**src/rtl/dacSeqPkg.sv**
```systemverilog
package dacSeqPkg;

  typedef enum logic [1:0] {
    MODE_PAIR   = 2'b00,
    MODE_ONLY_A = 2'b01,
    MODE_ONLY_B = 2'b10,
    MODE_BCAST  = 2'b11
  } seqMode_t;

  // value equals the address field sent on the wire
  typedef enum logic [1:0] {
    SEL_A   = 2'b01,
    SEL_B   = 2'b10,
    SEL_ALL = 2'b11
  } frameSel_t;

  typedef struct packed {
    logic      capture;
    logic      frameLoad;
    frameSel_t sel;
    logic      shiftBit;
    logic      csLow;
    logic      csHigh;
    logic      clkRise;
    logic      clkFall;
    logic      ldLow;
    logic      ldHigh;
  } seqStrobes_t;

endpackage

```
**src/rtl/dacSeqDatapath.sv**
```systemverilog
module dacSeqDatapath
  import dacSeqPkg::*;
#(
  parameter int CODE_W = 16,
  parameter int ADDR_W = 2
) (
  input  logic              clk,
  input  logic              rstN,
  input  seqStrobes_t       strobes,
  input  logic [CODE_W-1:0] codeAIn,
  input  logic [CODE_W-1:0] codeBIn,
  output logic              dacCsN,
  output logic              dacSclk,
  output logic              dacSdi,
  output logic              dacLoadN
);

  localparam int FRAME_BITS = ADDR_W + CODE_W;

  logic [CODE_W-1:0]     codeAR, codeBR;
  logic [CODE_W-1:0]     codeAUse, codeBUse, frameCode;
  logic [FRAME_BITS-1:0] shiftReg;

  // on the capture cycle the first frame is built straight from the inputs
  assign codeAUse  = strobes.capture ? codeAIn : codeAR;
  assign codeBUse  = strobes.capture ? codeBIn : codeBR;
  assign frameCode = (strobes.sel == SEL_B) ? codeBUse : codeAUse;
  assign dacSdi    = shiftReg[FRAME_BITS-1];

  always_ff @(posedge clk or negedge rstN) begin
    if (!rstN) begin
      codeAR   <= '0;
      codeBR   <= '0;
      shiftReg <= '0;
      dacCsN   <= 1'b1;
      dacSclk  <= 1'b0;
      dacLoadN <= 1'b1;
    end else begin
      if (strobes.capture) begin
        codeAR <= codeAIn;
        codeBR <= codeBIn;
      end
      if (strobes.frameLoad)
        shiftReg <= {ADDR_W'(strobes.sel), frameCode};
      else if (strobes.shiftBit)
        shiftReg <= {shiftReg[FRAME_BITS-2:0], 1'b0};
      if (strobes.csLow)       dacCsN <= 1'b0;
      else if (strobes.csHigh) dacCsN <= 1'b1;
      if (strobes.clkRise)      dacSclk <= 1'b1;
      else if (strobes.clkFall) dacSclk <= 1'b0;
      if (strobes.ldLow)       dacLoadN <= 1'b0;
      else if (strobes.ldHigh) dacLoadN <= 1'b1;
    end
  end

  // clock idles low whenever the select is released
  p_sclk_idle_r6: assert property (@(posedge clk) disable iff (!rstN)
    dacCsN |-> !dacSclk);

  // data held steady across a high clock phase
  p_sdi_stable_r6: assert property (@(posedge clk) disable iff (!rstN)
    (dacSclk && $past(dacSclk)) |-> $stable(dacSdi));

  // strobe only pulses with the select released
  p_load_cs_r8: assert property (@(posedge clk) disable iff (!rstN)
    !dacLoadN |-> dacCsN);

  // strobe pulse is longer than a single cycle
  p_load_width_r8: assert property (@(posedge clk) disable iff (!rstN)
    $fell(dacLoadN) |=> !dacLoadN);

  // frame closes with the clock already low
  p_cs_close_r1: assert property (@(posedge clk) disable iff (!rstN)
    $rose(dacCsN) |-> !dacSclk);

endmodule

```
**src/rtl/dacSeqControl.sv**
```systemverilog
module dacSeqControl
  import dacSeqPkg::*;
#(
  parameter int CODE_W   = 16,
  parameter int ADDR_W   = 2,
  parameter int HALF_DIV = 2
) (
  input  logic        clk,
  input  logic        rstN,
  input  logic        start,
  input  logic [1:0]  modeIn,
  output seqStrobes_t strobes,
  output logic        busy,
  output logic        done
);

  localparam int FRAME_BITS = ADDR_W + CODE_W;
  localparam int LAST_STEP  = 2 * FRAME_BITS - 2;
  localparam int SW         = $clog2(2 * FRAME_BITS);
  localparam int DW         = (HALF_DIV > 1) ? $clog2(HALF_DIV) : 1;

  typedef enum logic [2:0] {
    S_IDLE, S_SETUP, S_SHIFT, S_HOLD, S_GAP, S_LOAD, S_DONE
  } seqState_t;

  seqState_t state, stateNx;
  seqMode_t  modeR, modeNx;
  logic [SW-1:0] stepCnt, stepNx;
  logic [DW-1:0] divCnt;
  logic          frameIdx, frameNx;
  logic          tick;

  assign tick = (divCnt == DW'(HALF_DIV - 1));
  assign busy = (state != S_IDLE);
  assign done = (state == S_DONE);

  function automatic frameSel_t firstSel(input seqMode_t m);
    case (m)
      MODE_ONLY_B: firstSel = SEL_B;
      MODE_BCAST:  firstSel = SEL_ALL;
      default:     firstSel = SEL_A;
    endcase
  endfunction

  always_comb begin
    strobes = '0;
    stateNx = state;
    stepNx  = stepCnt;
    frameNx = frameIdx;
    modeNx  = modeR;
    case (state)
      S_IDLE: if (start) begin
        modeNx            = seqMode_t'(modeIn);
        strobes.capture   = 1'b1;
        strobes.frameLoad = 1'b1;
        strobes.sel       = firstSel(seqMode_t'(modeIn));
        strobes.csLow     = 1'b1;
        stepNx            = '0;
        frameNx           = 1'b0;
        stateNx           = S_SETUP;
      end
      S_SETUP: if (tick) begin
        if (stepCnt == SW'(1)) begin
          strobes.clkRise = 1'b1;
          stepNx          = '0;
          stateNx         = S_SHIFT;
        end else stepNx = stepCnt + 1'b1;
      end
      S_SHIFT: if (tick) begin
        if (stepCnt == SW'(LAST_STEP)) begin
          strobes.clkFall = 1'b1;
          stepNx          = '0;
          stateNx         = S_HOLD;
        end else begin
          if (stepCnt[0]) strobes.clkRise = 1'b1;
          else begin
            strobes.clkFall  = 1'b1;
            strobes.shiftBit = 1'b1;
          end
          stepNx = stepCnt + 1'b1;
        end
      end
      S_HOLD: if (tick) begin
        if (stepCnt == SW'(1)) begin
          strobes.csHigh = 1'b1;
          stepNx         = '0;
          stateNx        = S_GAP;
        end else stepNx = stepCnt + 1'b1;
      end
      S_GAP: if (tick) begin
        if (stepCnt == SW'(1)) begin
          stepNx = '0;
          if (modeR == MODE_PAIR && !frameIdx) begin
            strobes.frameLoad = 1'b1;
            strobes.sel       = SEL_B;
            strobes.csLow     = 1'b1;
            frameNx           = 1'b1;
            stateNx           = S_SETUP;
          end else if (modeR == MODE_PAIR || modeR == MODE_BCAST) begin
            strobes.ldLow = 1'b1;
            stateNx       = S_LOAD;
          end else stateNx = S_DONE;
        end else stepNx = stepCnt + 1'b1;
      end
      S_LOAD: if (tick) begin
        if (stepCnt == SW'(1)) begin
          strobes.ldHigh = 1'b1;
          stepNx         = '0;
          stateNx        = S_DONE;
        end else stepNx = stepCnt + 1'b1;
      end
      S_DONE:  stateNx = S_IDLE;
      default: stateNx = S_IDLE;
    endcase
  end

  always_ff @(posedge clk or negedge rstN) begin
    if (!rstN) begin
      state    <= S_IDLE;
      modeR    <= MODE_PAIR;
      stepCnt  <= '0;
      frameIdx <= 1'b0;
      divCnt   <= '0;
    end else begin
      state    <= stateNx;
      modeR    <= modeNx;
      stepCnt  <= stepNx;
      frameIdx <= frameNx;
      if (state == S_IDLE || tick) divCnt <= '0;
      else                         divCnt <= divCnt + 1'b1;
    end
  end

  // single-channel transfers never request a strobe pulse
  p_single_noload_r5: assert property (@(posedge clk) disable iff (!rstN)
    strobes.ldLow |-> (modeR == MODE_PAIR || modeR == MODE_BCAST));

  // completion is a single-cycle pulse
  p_done_pulse_r10: assert property (@(posedge clk) disable iff (!rstN)
    done |=> !done);

  // a request during a transfer leaves the sampled mode alone
  p_start_ignored_r9: assert property (@(posedge clk) disable iff (!rstN)
    (busy && start) |=> $stable(modeR));

  // the shift register is only reloaded with the select being pulled low
  p_load_with_cs_r1: assert property (@(posedge clk) disable iff (!rstN)
    strobes.frameLoad |-> strobes.csLow);

endmodule

```
**src/rtl/dacUpdateSeq.sv**
```systemverilog
module dacUpdateSeq
  import dacSeqPkg::*;
#(
  parameter int CODE_W   = 16,
  parameter int HALF_DIV = 2
) (
  input  logic              clk,
  input  logic              rstN,
  input  logic              start,
  input  logic [1:0]        modeIn,
  input  logic [CODE_W-1:0] codeAIn,
  input  logic [CODE_W-1:0] codeBIn,
  output logic              dacCsN,
  output logic              dacSclk,
  output logic              dacSdi,
  output logic              dacLoadN,
  output logic              busy,
  output logic              done
);

  localparam int ADDR_W = 2;

  seqStrobes_t strobes;

  dacSeqControl #(
    .CODE_W(CODE_W), .ADDR_W(ADDR_W), .HALF_DIV(HALF_DIV)
  ) i_control (
    .clk(clk), .rstN(rstN), .start(start), .modeIn(modeIn),
    .strobes(strobes), .busy(busy), .done(done)
  );

  dacSeqDatapath #(
    .CODE_W(CODE_W), .ADDR_W(ADDR_W)
  ) i_datapath (
    .clk(clk), .rstN(rstN), .strobes(strobes),
    .codeAIn(codeAIn), .codeBIn(codeBIn),
    .dacCsN(dacCsN), .dacSclk(dacSclk), .dacSdi(dacSdi), .dacLoadN(dacLoadN)
  );

endmodule

```
**config.mk**
```make
export PLATFORM = sky130hd
export DESIGN_NAME = dacUpdateSeq
export DESIGN_NICKNAME = d
export VERILOG_FILES = /design/src/rtl/dacSeqPkg.sv /design/src/rtl/dacSeqDatapath.sv /design/src/rtl/dacSeqControl.sv /design/src/rtl/dacUpdateSeq.sv
export SDC_FILE = /design/constraint.sdc
export NUM_CORES = 1
export LEC_CHECK = 0
export ABC_AREA = 1
export CAP_MARGIN = 20
export CELL_PAD_IN_SITES_DETAIL_PLACEMENT = 2
export CELL_PAD_IN_SITES_GLOBAL_PLACEMENT = 2
export CORE_ASPECT_RATIO = 2
export CORE_MARGIN = 5
export CORE_UTILIZATION = 35
export DETAILED_ROUTE_END_ITERATION = 8
export DONT_BUFFER_PORTS = 1
export PLACE_DENSITY = 0.82
export SETUP_SLACK_MARGIN = 0.1
export SLEW_MARGIN = 20
export SYNTH_ARGS = -nofsm -noshare
export SYNTH_HDL_FRONTEND = slang
export SYNTH_SLANG_ARGS = --single-unit
```
**constraint.sdc**
```tcl
create_clock -name clk -period 3.3 [get_ports clk]
set_input_delay 0.66 -clock clk [delete_from_list [all_inputs] [get_ports clk]]
set_output_delay 0.66 -clock clk [all_outputs]
set_load 0.02 [all_outputs]
```
==> impl_metrics.tcl <==
set metrics [dict create \
    netlist.area_leader.share_pct 48.3 \
    p_leak_uw 0.00182 \
    relSlewSlack_pct 54.1 \
    syn_avg_cell_area_um2 7.88 \
    drt_iter0_drc 149 \
    critPathCaptureType "flip-flop" \
    period_share_pct 71.2 \
    post_drt_wl_per_cell_um 20.2 \
    grt_use_total_pct 19.6 \
    first_pass_iters 5 \
    htree_levels 3 \
    maxSlewViolCount 0 \
    rsz0062_at_grt "no" \
    status "complete, no violations" \
    ant_nets 0 \
    path_common_cell "nand2_1" \
    cts_setup_buffers 0 \
    path_clk_slew_ns 0.06 \
    antennaDiodeCount 0 \
    rows 50 \
    syn2layout_area_growth_pct 10.6 \
    dpl.hpwl_um 7960 \
    layout.cells.non_filler 530 \
    fp.dieW_um 78.8 \
    io_buffers 0 \
    die_h_um 148 \
    layout-drive-gt1-share_pct 8.45 \
    grt_pass1_vias 3243 \
    wirelength_um 10700 \
    placed_cell_area_um2 3360 \
    core_um2 9320 \
    power_density_nw_per_um2 1050 \
    hold_class "in2async" \
    critPathKind "reg2reg" \
    critPathTopFamily "simple AND/OR/NAND/NOR gates" \
    final_area_um2 3670 \
    ys_types 35 \
    initial_core_util_pct 35.6 \
    ys_warn_count 0 \
    crit_slowest_cell "inv_2" \
    critical_path.max_stage_delay_ns 0.56 \
    gp_congestion 0.830 \
    cts_buffers 9 \
    tns_ns 0 \
    fin_skew_ns 0.00490 \
    clock_latency_ns 0.34 \
    synthFlopType "dfrtp_1" \
    syn_nets 462 \
    arrival_ns 2.57 \
    io_pins 43 \
    cts_sinks 66 \
    crit_chain "nor2_4 -> nand3_4 -> inv_2 -> nand2_1 -> o21ai_0 -> nand3_1 -> nand2_1 -> a21oi_1" \
    antenna_found_initial 0 \
    required_ns 3.52 \
    post-route-util_pct 39.4 \
    grt_max_degree 67 \
    max_freq_ghz 0.426 \
    numPlacedInstances 512 \
    setup_viol_count_final 0 \
    vias 2806 \
    syn_area_um2 3320 \
    yosysTopAreaCell "dfrtp_1" \
    path_buf_inv 1 \
    grt_pass1_wl_um 17100 \
    final_nets 462 \
    fp.dieArea_um2 11600 \
    synth-edff-count 0 \
    fin_crit_ns 2.35 \
    hold_viol 0 \
    drc 0 \
    cts_tree "built" \
    ys_seq_area_share_pct 49.9 \
    vias_per_cell 5.29 \
    drv_cap 0 \
    clockBufferDepth 2 \
    worst_setup_path_start_kind "flip-flop" \
    path_max_fanout 36 \
    worstMarginPinSlew_ns 0.686 \
    peakVddDrop_mv 0.546 \
    ctsRootBufferMaster "clkbuf_16" \
    synth_cells 421 \
    synth.area.top_cells "dfrtp_1 48%, nand2_1 15%, o21ai_0 6.3%" \
    hold-worst-slack_ns 0.0218 \
    gr-total-overflow 0 \
    async_reset_ff_share_pct 100 \
    synth_seq_cells 66 \
]
[layer usage]
metal	routed length [um]	global-route usage, %	vias to the layer above
met1	3550	17.4	1416
met4	297	9.72	0
li1	-	-	1330
met2	6630	39.8	39
met5	0	0	-
met3	242	3.90	21
[kinds of logic (layout without fill, tap and decap cells)]
kind of cell    after synthesis  in the layout  share of synthesized area [%]
buf+inv                      70             75                           9.13
simple gates                202            202                           26.5
compound gates               78             78                           12.8
flops                        66             66                           49.9
fa+ha+maj                     4              4                           1.51
xor+xnor                      1              1                          0.264
[worst paths after layout]
kind                                       start                       to  slack [ns]  cells after the start
min reg2reg                i_datapath.codeAR[12]    i_datapath.codeAR[12]        0.48                      2
min                                         rstN       i_control.state[1]        0.02                      0
max in group asynchronous                   rstN       i_control.frameIdx        2.05                      1
max reg2reg                   i_control.state[0]  i_datapath.shiftReg[12]        0.95                      8
min in group clk           i_datapath.codeAR[12]    i_datapath.codeAR[12]        0.48                      2
max                           i_control.state[0]  i_datapath.shiftReg[12]        0.95                      8
[final cells by class]
type	count	area, um2
Clock buffer	11	233
Clock inverter	5	55.1
Fill cell	1092	5650
Inverter	56	210
Multi-Input combinational cell	285	1360
Sequential cell	66	1650
Tap cell	104	130
Timing Repair Buffer	3	27.5
[stage by stage]
step,setup slack (ns),total power (uW)
after floorplan,1.73,2440
after global placement,1.01,2790
after detailed placement,0.885,2910
after CTS,0.884,3880
after global routing,0.719,4130
final,0.951,3840
[registers in the layout, indices dropped and copies added, names as in the netlist]
name,count
i_control.divCnt,1
i_control.frameIdx,1
i_control.modeR,2
i_control.state,3
i_control.stepCnt,6
i_datapath.codeAR,16
i_datapath.codeBR,16
i_datapath.dacCsN,1
i_datapath.dacLoadN,1
i_datapath.dacSclk,1
i_datapath.shiftReg,18
[synthesized netlist by cell type (all sizes together), types with 4 or more instances]
| cell type | instances |
|---|---|
| nor3 | 4 |
| ha | 4 |
| o21ai | 53 |
| a21oi | 18 |
| inv | 56 |
| buf | 12 |
| nor2 | 31 |
| nand2 | 137 |
| or2 | 6 |
| nand4 | 7 |
| dfrtp | 64 |
| nand3 | 17 |
[where the power goes]
group          total, uW  internal, uW  switching (uW)
logic               1480           424            1050
registers           1420          1180             237
clock network        940           582             358
[timing repair]
item                      4_1_cts  5_1_grt
hold endpoints to repair        0       14
gates resized for setup         0        0
hold buffers                    0        2
[layout by cell type, fill, tap and decap left out, drive strengths merged, types with 2 or more instances in the layout]
cell / instances
a21oi: 18
clkbuf: 11
clkinv: 2
clkinvlp: 2
dfrtp: 64
dfstp: 2
dlygate4sd3: 2
ha: 4
inv: 56
nand2: 137
nand3: 17
nand4: 7
nor2: 31
nor3: 4
o211ai: 2
o21ai: 53
or2: 6
(Power assumes the default switching activity.)
